File: src/rtl/i2c_tgt_pkg.sv
package i2c_tgt_pkg;
  localparam int BYTE_W = 8;
  localparam int A7_W   = 7;
  localparam int A10_W  = 10;
  localparam int RXC_W  = $clog2(BYTE_W + 1);
  localparam int TXC_W  = $clog2(BYTE_W);
  localparam logic [4:0] TEN_PFX = 5'b11110;

  typedef enum logic [2:0] {
    ST_IDLE,
    ST_RX,
    ST_RX_ACK,
    ST_TX,
    ST_TX_ACK
  } st_e;

  typedef enum logic [1:0] {
    RX_ADDR1,
    RX_ADDR2,
    RX_DATA
  } rx_kind_e;
endpackage

File: src/rtl/i2c_tgt_line_mon.sv
module i2c_tgt_line_mon (
  input  logic clk,
  input  logic rst,
  input  logic scl_i,
  input  logic sda_i,
  output logic scl_rise,
  output logic scl_fall,
  output logic start_det,
  output logic stop_det
);
  logic scl_q, sda_q;

  always_ff @(posedge clk) begin
    if (rst) begin
      scl_q <= 1'b1;
      sda_q <= 1'b1;
    end else begin
      scl_q <= scl_i;
      sda_q <= sda_i;
    end
  end

  assign scl_rise  = scl_i & ~scl_q;
  assign scl_fall  = ~scl_i & scl_q;
  // SDA moves while SCL is held high on both samples
  assign start_det = scl_i & scl_q & sda_q & ~sda_i;
  assign stop_det  = scl_i & scl_q & ~sda_q & sda_i;
endmodule

File: src/rtl/i2c_tgt_rx_shift.sv
module i2c_tgt_rx_shift #(
  parameter int W  = 8,
  parameter int CW = $clog2(W + 1)
) (
  input  logic         clk,
  input  logic         rst,
  input  logic         clr,
  input  logic         shift_en,
  input  logic         bit_in,
  output logic [W-1:0] data,
  output logic         full
);
  logic [CW-1:0] cnt;

  always_ff @(posedge clk) begin
    if (rst || clr) begin
      data <= '0;
      cnt  <= '0;
    end else if (shift_en) begin
      data <= {data[W-2:0], bit_in};
      cnt  <= cnt + 1'b1;
    end
  end

  assign full = (cnt == CW'(W));
endmodule

File: src/rtl/i2c_tgt_addr_dec.sv
module i2c_tgt_addr_dec
  import i2c_tgt_pkg::*;
(
  input  logic [BYTE_W-1:0] byte_in,
  input  logic              mode10,
  input  logic [A7_W-1:0]   own_addr7,
  input  logic [A10_W-1:0]  own_addr10,
  input  logic              ten_sel,
  output logic              ack_first,
  output logic              first_final,
  output logic              ack_second
);
  logic is_hdr, hdr_hit;

  assign is_hdr  = (byte_in[BYTE_W-1 -: 5] == TEN_PFX);
  assign hdr_hit = mode10 && (byte_in[2:1] == own_addr10[A10_W-1 -: 2]);

  always_comb begin
    if (is_hdr) begin
      // a read header is only valid once the full address was seen
      ack_first   = hdr_hit && (!byte_in[0] || ten_sel);
      first_final = byte_in[0];
    end else begin
      ack_first   = !mode10 && (byte_in[BYTE_W-1:1] == own_addr7);
      first_final = 1'b1;
    end
  end

  assign ack_second = (byte_in == own_addr10[BYTE_W-1:0]);
endmodule

File: src/rtl/i2c_tgt.sv
module i2c_tgt
  import i2c_tgt_pkg::*;
(
  input  logic              clk,
  input  logic              rst,
  input  logic              scl_i,
  input  logic              sda_i,
  output logic              sda_oe,
  input  logic              mode10,
  input  logic [A7_W-1:0]   own_addr7,
  input  logic [A10_W-1:0]  own_addr10,
  output logic              wr_stb,
  output logic [BYTE_W-1:0] wr_data,
  output logic              rd_req,
  input  logic [BYTE_W-1:0] rd_data,
  output logic              txn_start,
  output logic              txn_stop
);
  st_e                state;
  rx_kind_e           rx_kind;
  logic               rd_mode, ten_sel, active, ack_pend;
  logic [BYTE_W-1:0]  tx_sr;
  logic [TXC_W-1:0]   tx_cnt;

  logic scl_rise, scl_fall, start_det, stop_det;
  logic rx_clr, rx_shift_en, rx_full;
  logic [BYTE_W-1:0] rx_byte;
  logic ack_first, first_final, ack_second;

  i2c_tgt_line_mon u_mon (
    .clk(clk), .rst(rst), .scl_i(scl_i), .sda_i(sda_i),
    .scl_rise(scl_rise), .scl_fall(scl_fall),
    .start_det(start_det), .stop_det(stop_det)
  );

  assign rx_shift_en = (state == ST_RX) && scl_rise;
  assign rx_clr      = start_det || stop_det || ((state == ST_RX_ACK) && scl_fall);

  i2c_tgt_rx_shift #(.W(BYTE_W), .CW(RXC_W)) u_rx (
    .clk(clk), .rst(rst), .clr(rx_clr), .shift_en(rx_shift_en),
    .bit_in(sda_i), .data(rx_byte), .full(rx_full)
  );

  i2c_tgt_addr_dec u_dec (
    .byte_in(rx_byte), .mode10(mode10), .own_addr7(own_addr7),
    .own_addr10(own_addr10), .ten_sel(ten_sel),
    .ack_first(ack_first), .first_final(first_final), .ack_second(ack_second)
  );

  always_ff @(posedge clk) begin
    if (rst) begin
      state     <= ST_IDLE;
      rx_kind   <= RX_ADDR1;
      rd_mode   <= 1'b0;
      ten_sel   <= 1'b0;
      active    <= 1'b0;
      ack_pend  <= 1'b0;
      tx_sr     <= '0;
      tx_cnt    <= '0;
      sda_oe    <= 1'b0;
      wr_stb    <= 1'b0;
      wr_data   <= '0;
      rd_req    <= 1'b0;
      txn_start <= 1'b0;
      txn_stop  <= 1'b0;
    end else begin
      wr_stb    <= 1'b0;
      rd_req    <= 1'b0;
      txn_start <= 1'b0;
      txn_stop  <= 1'b0;
      if (stop_det) begin
        state    <= ST_IDLE;
        sda_oe   <= 1'b0;
        ten_sel  <= 1'b0;
        active   <= 1'b0;
        txn_stop <= active;
      end else if (start_det) begin
        state    <= ST_RX;
        rx_kind  <= RX_ADDR1;
        sda_oe   <= 1'b0;
        active   <= 1'b0;
        txn_stop <= active;
      end else begin
        case (state)
          ST_RX: begin
            if (scl_fall && rx_full) begin
              case (rx_kind)
                RX_ADDR1: begin
                  if (ack_first) begin
                    sda_oe  <= 1'b1;
                    state   <= ST_RX_ACK;
                    rd_mode <= rx_byte[0];
                    if (first_final) begin
                      txn_start <= 1'b1;
                      active    <= 1'b1;
                      rd_req    <= rx_byte[0];
                      rx_kind   <= RX_DATA;
                    end else begin
                      rx_kind <= RX_ADDR2;
                    end
                  end else begin
                    state   <= ST_IDLE;
                    ten_sel <= 1'b0;
                  end
                end
                RX_ADDR2: begin
                  if (ack_second) begin
                    sda_oe    <= 1'b1;
                    state     <= ST_RX_ACK;
                    ten_sel   <= 1'b1;
                    active    <= 1'b1;
                    txn_start <= 1'b1;
                    rx_kind   <= RX_DATA;
                  end else begin
                    state   <= ST_IDLE;
                    ten_sel <= 1'b0;
                  end
                end
                default: begin
                  sda_oe  <= 1'b1;
                  state   <= ST_RX_ACK;
                  wr_stb  <= 1'b1;
                  wr_data <= rx_byte;
                end
              endcase
            end
          end
          ST_RX_ACK: begin
            if (scl_fall) begin
              if (rd_mode) begin
                tx_sr  <= rd_data;
                sda_oe <= ~rd_data[BYTE_W-1];
                tx_cnt <= '0;
                state  <= ST_TX;
              end else begin
                sda_oe <= 1'b0;
                state  <= ST_RX;
              end
            end
          end
          ST_TX: begin
            if (scl_fall) begin
              if (tx_cnt == TXC_W'(BYTE_W - 1)) begin
                sda_oe <= 1'b0;
                state  <= ST_TX_ACK;
              end else begin
                tx_sr  <= {tx_sr[BYTE_W-2:0], 1'b0};
                sda_oe <= ~tx_sr[BYTE_W-2];
                tx_cnt <= tx_cnt + 1'b1;
              end
            end
          end
          ST_TX_ACK: begin
            if (scl_rise) begin
              ack_pend <= ~sda_i;
              rd_req   <= ~sda_i;
            end else if (scl_fall) begin
              if (ack_pend) begin
                tx_sr  <= rd_data;
                sda_oe <= ~rd_data[BYTE_W-1];
                tx_cnt <= '0;
                state  <= ST_TX;
              end else begin
                state <= ST_IDLE;
              end
            end
          end
          default: ;
        endcase
      end
    end
  end
endmodule

File: config.mk
export PLATFORM = sky130hd
export DESIGN_NAME = i2c_tgt
export DESIGN_NICKNAME = d
export VERILOG_FILES = /design/src/rtl/i2c_tgt_pkg.sv /design/src/rtl/i2c_tgt_line_mon.sv /design/src/rtl/i2c_tgt_rx_shift.sv /design/src/rtl/i2c_tgt_addr_dec.sv /design/src/rtl/i2c_tgt.sv
export SDC_FILE = /design/constraint.sdc
export NUM_CORES = 1
export LEC_CHECK = 0
export ABC_AREA = 1
export BUFFER_PORTS_ARGS = -buffer_cell sky130_fd_sc_hd__buf_2
export CAP_MARGIN = 20
export CORE_MARGIN = 2
export CORE_UTILIZATION = 25
export DETAILED_ROUTE_END_ITERATION = 16
export GPL_ROUTABILITY_DRIVEN = 1
export PLACE_DENSITY_LB_ADDON = 0.05
export SLEW_MARGIN = 20
export SYNTH_ARGS = -nofsm -noshare
export SYNTH_HDL_FRONTEND = slang
export SYNTH_HIERARCHICAL = 1
export SYNTH_SLANG_ARGS = --single-unit
File: constraint.sdc
create_clock -name clk -period 1.8 [get_ports clk]
set_input_delay 0.18 -clock clk [delete_from_list [all_inputs] [get_ports clk]]
set_output_delay 0.18 -clock clk [all_outputs]
set_load 0.05 [all_outputs]
Word level (Yosys, flattened, before mapping). Cells that the tools add are included.

$lt $le $gt $ge: 0. Bitwise gates (word level): 18. Multipliers: 0. Muxes and demuxes: 68. Reduce and logical (&&, ||, !) cells: 34. Add/sub/neg operators: 2. Shifts and indexed selects: 0. Equality and inequality tests: 34. Divide/modulo/power cells: 0.

Operators by type and width (count): $mux 7 (7); $mux 3 (13); $mux 1 (27); $ne 3x3->1 const B (9); $ne 2x2->1 const B (12); $pmux 7 s3 (1); $mux 2 (10); $reduce_and 6->1 (3); $reduce_and 7->1 (2); $pmux 3 s4 (1); $not 1->1 (11); $pmux 1 s2 (5); $reduce_and 10->1 (1); $reduce_and 5->1 (2); $pmux 3 s3 (1); $reduce_and 9->1 (1); $eq 8x8->1 (1); $and 1x1->1 (7); $eq 7x7->1 (1); $eq 3x2->1 const B (2); $eq 3x3->1 const B (2); $logic_and 1x1->1 (6); $pmux 3 s2 (1); $reduce_bool 2->1 (3); 21 further kinds (27).

Output and inout bits: 13. Bits in read-only memories: 0. Memories kept: 0. Bits in writable memories: 0. Bits in registers: 46. Bits in latches: 0.

Logic depth before layout (Yosys ltp). Gate-level depths: netlist (run 1).

Depth after elaboration: 9. Depth in mapped cells: 15. Mapped depth without buffers: 15.

Modules after synthesis. The synthesis (run 1) kept the hierarchy.

By module, submodules not included: i2c_tgt (times used 1, seq. area each 640.6 µm², area each 1811.7 µm², cells an instance 284); i2c_tgt_rx_shift (times used 1, seq. area each 240.2 µm², area each 485.5 µm², cells an instance 62); i2c_tgt_addr_dec (times used 1, seq. area each 0.0 µm², area each 292.8 µm², cells an instance 58); i2c_tgt_line_mon (times used 1, seq. area each 40.0 µm², area each 92.6 µm², cells an instance 16).

Worst setup path after synthesis (run 1). OpenSTA, ideal clock, no wires.

Path kind: register to register. From: reg u_rx.data[1]. To: reg sda_oe. Period minus slack after synthesis: 1.543 ns. Setup slack: 0.257 ns. Stages on the path, launching flop included: 16. Data arrival time: 1.428 ns. Path buffers: 0. Cells stage by stage: dfxtp_1 inv_2 nand2_1 nand2_1 nor2_1 nand3_1 o21ai_1 inv_1 nand2_1 o21ai_0 nand2_1 nand2_1 nor2_1 nand2_1 nand2_1 nor2_1.

Cells in the longest elaborated chain, start to end: 6. Elaborated cells between the ends (all ways): 10.

RTL lines: from (decl) (line i2c_tgt_rx_shift.sv:10) `output logic [W-1:0] data,`; from (signal assigned) (line i2c_tgt_rx_shift.sv:20) `data <= {data[W-2:0], bit_in};`; $eq 2x2->1 (line i2c_tgt_addr_dec.sv:16) `assign hdr_hit = mode10 && (byte_in[2:1] == own_addr10[A10_W-1 -: 2]);`; $logic_and 1x1->1 (line i2c_tgt_addr_dec.sv:16); $logic_and 1x1->1 (line i2c_tgt_addr_dec.sv:21) `ack_first = hdr_hit && (!byte_in[0] || ten_sel);`; $mux 1 (*) (line i2c_tgt_addr_dec.sv:19) `if (is_hdr) begin`; via ack_first (line i2c_tgt.sv:28) `logic ack_first, first_final, ack_second;`; $ne 3x3->1 (no source line) (*); $reduce_and 9->1 (no source line) (*); to (signal assigned) (line i2c_tgt.sv:132) `sda_oe <= ~rd_data[BYTE_W-1];`; to (signal assigned) (line i2c_tgt.sv:148) `sda_oe <= ~tx_sr[BYTE_W-2];`; to (signal assigned) (line i2c_tgt.sv:160) `sda_oe <= ~rd_data[BYTE_W-1];`; to (decl) (line i2c_tgt.sv:8) `output logic sda_oe,`.

The timed path passes the listed nets; every way through them passes the cells marked *. A chain may end at the register's enable or synchronous reset.

Final worst setup path (run 1).
From: reg u_rx.cnt[0]. To: reg rx_kind[0].

Cells in the longest elaborated chain, start to end: 4.

RTL lines: from (decl) (line i2c_tgt_rx_shift.sv:13) `logic [CW-1:0] cnt;`; from (signal assigned) (line i2c_tgt_rx_shift.sv:21) `cnt <= cnt + 1'b1;`; $eq 4x4->1 (line i2c_tgt_rx_shift.sv:25) `assign full = (cnt == CW'(W));`; via rx_full (line i2c_tgt.sv:26) `logic rx_clr, rx_shift_en, rx_full;`; $logic_and 1x1->1 (line i2c_tgt.sv:86) `if (scl_fall && rx_full) begin`; $reduce_bool 2->1 (no source line); $reduce_and 6->1 (no source line); to (signal assigned) (line i2c_tgt.sv:79) `rx_kind <= RX_ADDR1;`; to (signal assigned) (line i2c_tgt.sv:97) `rx_kind <= RX_DATA;`; to (signal assigned) (line i2c_tgt.sv:99) `rx_kind <= RX_ADDR2;`; to (decl) (line i2c_tgt.sv:20) `rx_kind_e rx_kind;`.

The timed path passes the listed nets, and every way through them passes these cells.

==> results.cfg, run 1 <==
[hold_path]
min_to = u_rx/data[0]
hp-class = input pin to register
hold_path_depth = 3
hp-start = sda_i

[placement]
hpwlAfterDp_um = 5840
place_ws_ps = -135
gp_congestion = 0.821
port_buffers = 42
dp.cells = 626

[floorplanning]
row_count = 37
pin_count = 43
die_x_um = 108
dieArea_sq_um = 11600
die_y_um = 108
core_sq_um = 10400
start_util_pct = 25.9

[synth]
synth_top_flop_cell = dfxtp_1
netlist_instances = 420
yosysWarnings = 6
seq_area_frac_synth_pct = 34.3
syn_area_sq_um = 2680
ys_top_cells_by_area = dfxtp_1, nand2_1, nor2_1
synth_nets = 454
ys_types = 31
avgSynthCellArea_sq_um = 6.39
synth_top_area_share_pct = 34.3
ys_seq_elements = 46
synth_top_area_cell = dfxtp_1
async_reset_ff_share_pct = 0
synth_edf_count = 0

[cells_and_area]
syn2layout_area_growth_pct = 27.5
final_cell_mix = nand2_1, nor2_1, inv_1, buf_2
drive_above_1_share_pct = 25.7
final_common_cell = nand2_1
antenna_cells = 0
final_core_util_pct = 33.0
fin_cells = 634
nNetsFinal = 531
nFillCells = 1201

[timing]
finalSetupTns_ps = 0
finalHoldViolations = 0
finalMaxSlewViolations = 0
max_freq_mhz = 606
period_share_pct = 91.6
grt_setup_unrepaired = yes
max_slew.worst_pin.slew_ps = 395
fin_skew_ps = 8.84
slew_headroom_pct = 73.4
setup_ws_ps = 151
layout_min_cycle_time_ps = 1650
setup_viol = 0

[critical_path]
crit_chain = inv_1 > ha_1 > nand2_1 > nor2_2 > nand2_2 > inv_1 > nand2_1 > buf_4 > nor2_2 > nand2_1 > nor2_2 > nand2_1 > a21oi_1
r2r-start = u_rx/cnt[0]
path_max_fanout = 3
cp-start-kind = register
cp.required_ps = 2030
arrival_ps = 1880
r2r_cells = 13
worst_r2r_endpoint = rx_kind[0]
worstSetupPathType = register to register
cpMostUsedCell = nand2_1
cpPeakStageDelay_ps = 320
worstSetupEndpointType = register
crit_buf_inv = 3
slowest_stage = dfxtp_1
crit_family = simple AND/OR/NAND/NOR gates
r2r_setup_slack_ps = 150

[global_route]
grt_pass1_vias = 2678
gr-usage-all-layers_pct = 13.9
antenna_found_initial = 0
grt_start_max_net_pins = 25
grt_pass1_wl_um = 12900
overflow = 0

[clocking]
cts_sinks = 46
cts_hold_buf = 0
htreeDepth = 2
cts_root_buffer = clkbuf_8
post_cts_buffers = 0
cts.reportedPaths.clkPinSlew_ps = 90
clk_path_buf_depth = 2
cts_inserted_buffers = 5
clk_latency_ps = 300
cts_tree = built

[pwr]
p_int_uw = 1830
p_switching_uw = 1070
swShare_pct = 36.9
combPwrFrac_pct = 35.1
ir_drop_mv = 0.279
p_leak_uw = 0.00166
seqPwrFrac_pct = 41.6
finalPower_uw = 2910
power.share.clock_pct = 23.4
power_density_nw_per_um2 = 850

[detailed_routing]
drtIter0Drc = 171
met1_length_um = 3890
dr.pass1.iters = 4
ant_nets = 0
viasPerCell = 4.28
met3WireLength_um = 214
route.detailed.drc = 0
wirelength_um = 7460
dr_wl_met2_um = 3300
routed.top_layer = met4
vias = 2715
wl_per_cell_um = 11.8

[outcome]
status = completed

[run]
drv_cap = 0
## power by group through the flow
stage               combinational, uW  clock [uW]  sequential (uW)
finish                           1020         680             1210
global route                     1180         754             1230
CTS                              1010         725             1210
detailed placement               1010           0             1230
global placement                 1010           0             1230
floorplan                         700           0             1250
## registers in the layout (all words and copies together), names as in the netlist
register	flops
ack_pend	1
active	1
rd_mode	1
rd_req	1
rx_kind	2
sda_oe	1
state	3
ten_sel	1
tx_cnt	3
tx_sr	7
txn_start	1
txn_stop	1
u_mon/scl_q	1
u_mon/sda_q	1
u_rx/cnt	4
u_rx/data	8
wr_data	8
wr_stb	1
## final cells by class
cell class              instances  area, sq um  share of cell area, %
clock buffers                   7         86.3                   2.52
repair buffers                 81          515                   15.1
inverters                      57          214                   6.26
flip-flops and latches         46          941                   27.5
clock inverters                 1         5.00                  0.146
well taps                     136          170                   4.98
multi-input cells             306         1490                   43.5
## synthesized netlist by cell type, types with 2 or more instances
| library cell | number |
|---|---|
| xnor2_1 | 10 |
| a21oi_1 | 29 |
| o21ai_1 | 13 |
| inv_1 | 49 |
| buf_6 | 5 |
| nor3_1 | 3 |
| o21ai_0 | 14 |
| ha_1 | 4 |
| buf_4 | 5 |
| clkinv_1 | 2 |
| nor2_1 | 73 |
| dfxtp_1 | 46 |
| nand2_2 | 5 |
| nor2_2 | 6 |
| and3_1 | 2 |
| nand3b_1 | 6 |
| nand4_1 | 5 |
| nand2_1 | 105 |
| inv_2 | 6 |
| nand3_1 | 21 |
## stage by stage
| stage | area (sq um) | hold WS, ps |
|---|---|---|
| after detailed placement | 3270 | 435 |
| after global routing | 3420 | 192 |
| final | 3420 | 180 |
| after floorplan | 2680 | 249 |
| after CTS | 3370 | 168 |
| after global placement | 3270 | 433 |
## per-layer routing
layer  vias up  track usage [%]
li1       1468                -
met1      1212             19.8
met2        31             21.6
met3         4             2.24
met4         0             3.57
met5         -                0
## cells by family after synthesis
group	share of synthesized area, %
and+or+nand+nor	36.8
buffers and inverters	11.6
AOI/OAI and AO/OA	12.2
DFF	34.3
xor gates and xnor gates	3.26
adders and majority gates	1.87
## tightest hold or removal path: stages
cell and delay, ps:
buf_2 130, nor2_1 60, nor2_1 80
## worst max-delay path by stage
| stage | startpoint | end | slack (ps) | cells past startpoint |
|---|---|---|---|---|
| after global placement | sda_i | wr_data[6] | -100 | 10 |
| final | u_rx/cnt[0] | rx_kind[0] | 150 | 13 |
| after global routing | u_rx/data[2] | sda_oe | -40 | 13 |
| after detailed placement | u_rx/data[5] | sda_oe | -140 | 15 |
| after floorplan | u_rx/data[1] | sda_oe | 260 | 15 |
| after CTS | u_rx/cnt[0] | wr_data[7] | 7 | 11 |
## repair_timing
item | CTS | global route
setup endpoints to repair | 4 | 39
resized for setup | 7 | 20
pin swaps | 0 | 2
Note: power is estimated with default switching activity, not from simulation.
==> run 2: changes to the inputs <==
- ABC_AREA: 1 -> 0
==> run 2 against run 1 <==
Net effect:
- the flow now finishes with violations (negative setup slack)
- final cell count down 22%
- final area up 3.2%
- register-to-register slack worse by 280 ps
- sequential power down 15%
- clock skew about the same
- critical endpoint is now rx_kind[1]
- largest power group unchanged
==> results.cfg, run 2 <==
[timing]
slew_headroom_pct = 77.7
holdWs_ps = 123
max_slew.worst_pin.slew_ps = 335
layout_min_cycle_time_ps = 1930
max_freq_mhz = 518
fin_skew_ps = 9.28
period_share_pct = 107
grt_setup_unrepaired = yes
setup_viol = 6
finalSetupTns_ps = -477
setup_ws_ps = -129
finalMaxSlewViolations = 0
finalHoldViolations = 0

[synth]
netlist_instances = 268
synth_fa_ha_area_share_pct = 1.97
synthTopCellsByCount = dfxtp_1, nor2_1, mux2i_1
syn_area_sq_um = 2540
yosysWarnings = 6
synth_top_flop_cell = dfxtp_1
synth_top_area_share_pct = 36.2
synth_top_family_by_area = simple AND/OR/NAND/NOR gates
yosysMostFrequentCell = dfxtp_1
synth_top_area_cell = dfxtp_1
synth_nets = 302
ys_top_cells_by_area = dfxtp_1, mux2i_1, nor2_1
synth_xor_area_share_pct = 6.20
seq_area_frac_synth_pct = 36.2
synth_edf_count = 0
ys_types = 67
avgSynthCellArea_sq_um = 9.49
synth_mux_area_share_pct = 10.7
ys_seq_elements = 46
async_reset_ff_share_pct = 0
synth-simple-area-share_pct = 21.9
synth_compound_area_share_pct = 17.7

[cells_and_area]
final_core_util_pct = 35.9
reg_top3 = u_rx/data x8, wr_data x8, tx_sr x7
drive_above_1_share_pct = 44.6
nNetsFinal = 396
fin_cells = 496
syn2layout_area_growth_pct = 38.7
final_common_cell = buf_4
final_cell_mix = buf_4, buf_2, dfxtp_1, nor2_1, mux2i_1
antenna_cells = 0

[clocking]
cts_sinks = 46
clk_path_buf_depth = 2
cts_inserted_buffers = 5
cts_root_buffer = clkbuf_8
cts.reportedPaths.clkPinSlew_ps = 100
cts_hold_buf = 0
htreeDepth = 2
clk_latency_ps = 310
cts_tree = built

[global_route]
grt_pass1_vias = 2291
grt_start_max_net_pins = 24
overflow = 0
antenna_found_initial = 0
gr-usage-all-layers_pct = 13.1
grt_pass1_wl_um = 11600

[detailed_routing]
wl_per_cell_um = 14.1
vias = 2293
ant_nets = 0
drtIter0Drc = 71
dr.pass1.iters = 4
wirelength_um = 6990
viasPerCell = 4.62
route.detailed.drc = 0

[critical_path]
cp.required_ps = 2000
path_max_fanout = 4
arrival_ps = 2130
worstSetupPathType = register to register
cp-start-kind = register
worstSetupEndpointType = register

[floorplanning]
die_x_um = 105
dieArea_sq_um = 11000
pin_count = 43
start_util_pct = 25.9
die_y_um = 105
core_sq_um = 9820
row_count = 36

[placement]
hpwlAfterDp_um = 5320
port_buffers = 42
gp_congestion = 0.745
dp.cells = 477
place_ws_ps = -188

[outcome]
status = finished, violations left
violations = negative setup slack

[pwr]
power.share.clock_pct = 35.5
p_int_uw = 1390
seqPwrFrac_pct = 54.3
power_density_nw_per_um2 = 535
ir_drop_mv = 0.291
p_leak_uw = 0.00144
combPwrFrac_pct = 10.2
swShare_pct = 26.7
p_switching_uw = 504

[run]
drv_cap = 0

[hold_path]
hp-class = input pin to register
-- run 2: critical path: stages (launching register included) --
cell and delay [ps]:
dfxtp_2 360, xor2_1 160, nor4_1 260, nand2_1 100, mux2i_2 210, mux2_4 220, o211ai_1 130, buf_4 170
o41ai_1 220
-- run 2: metal layers --
metal	global-route usage, %	vias to the layer above	wire length [um]
li1	-	1172	-
met1	18.6	1092	3590
met2	20.7	24	3170
met3	2.12	5	173
met4	3.14	0	58
met5	0	-	0
-- run 2: path summary, 6_finish.rpt --
| check | startpoint | to | slack, ps | depth (start not counted) |
|---|---|---|---|---|
| max | u_rx/data[7] | rx_kind[1] | -130 | 8 |
| min | scl_i | u_mon/scl_q | 120 | 2 |
| max reg2reg | u_rx/data[7] | rx_kind[1] | -130 | 8 |
| min reg2reg | sda_oe | sda_oe | 480 | 2 |
-- run 2: kinds of logic (layout without fill, tap and decap cells) --
| family | Yosys count | count (layout) |
|---|---|---|
| compound gates | 55 | 55 |
| simple gates | 95 | 95 |
| fa+ha+maj | 4 | 4 |
| mux | 27 | 27 |
| buf+inv | 23 | 118 |
| xor+xnor | 18 | 18 |
| flops | 46 | 46 |
-- run 2: area by class of cell --
cell class                      count  area, sq um
Tap cell                          133          166
Multi-Input combinational cell    199         1610
Clock buffer                        5         68.8
Timing Repair Buffer              101          692
Clock inverter                      3         21.3
Sequential cell                    46          940
Fill cell                        1090         6290
Inverter                            9         33.8
-- run 2: timing repair --
item                       4_1_cts  5_1_grt
hold endpoints to repair         0        0
setup endpoints to repair       19       36
setup buffers                    6        4
pin swaps                       21        5
gates resized for setup         34       11
cloned                           1        0
-- run 2: stage by stage --
step / total power, uW / cell area [sq um]
after detailed placement: 1230 / 3220
after CTS: 1920 / 3460
final: 1890 / 3530
after floorplan: 1140 / 2570
after global placement: 1230 / 3220
after global routing: 1970 / 3530
-- run 2: power groups by stage --
| stage | logic (uW) | clock network [uW] | registers (uW) |
|---|---|---|---|
| 2_1_floorplan | 93.7 | 0 | 1050 |
| 3_3_place_gp | 182 | 0 | 1050 |
| 3_5_place_dp | 182 | 0 | 1050 |
| 4_1_cts | 188 | 705 | 1030 |
| 5_1_grt | 211 | 734 | 1030 |
| 6_report | 192 | 671 | 1030 |
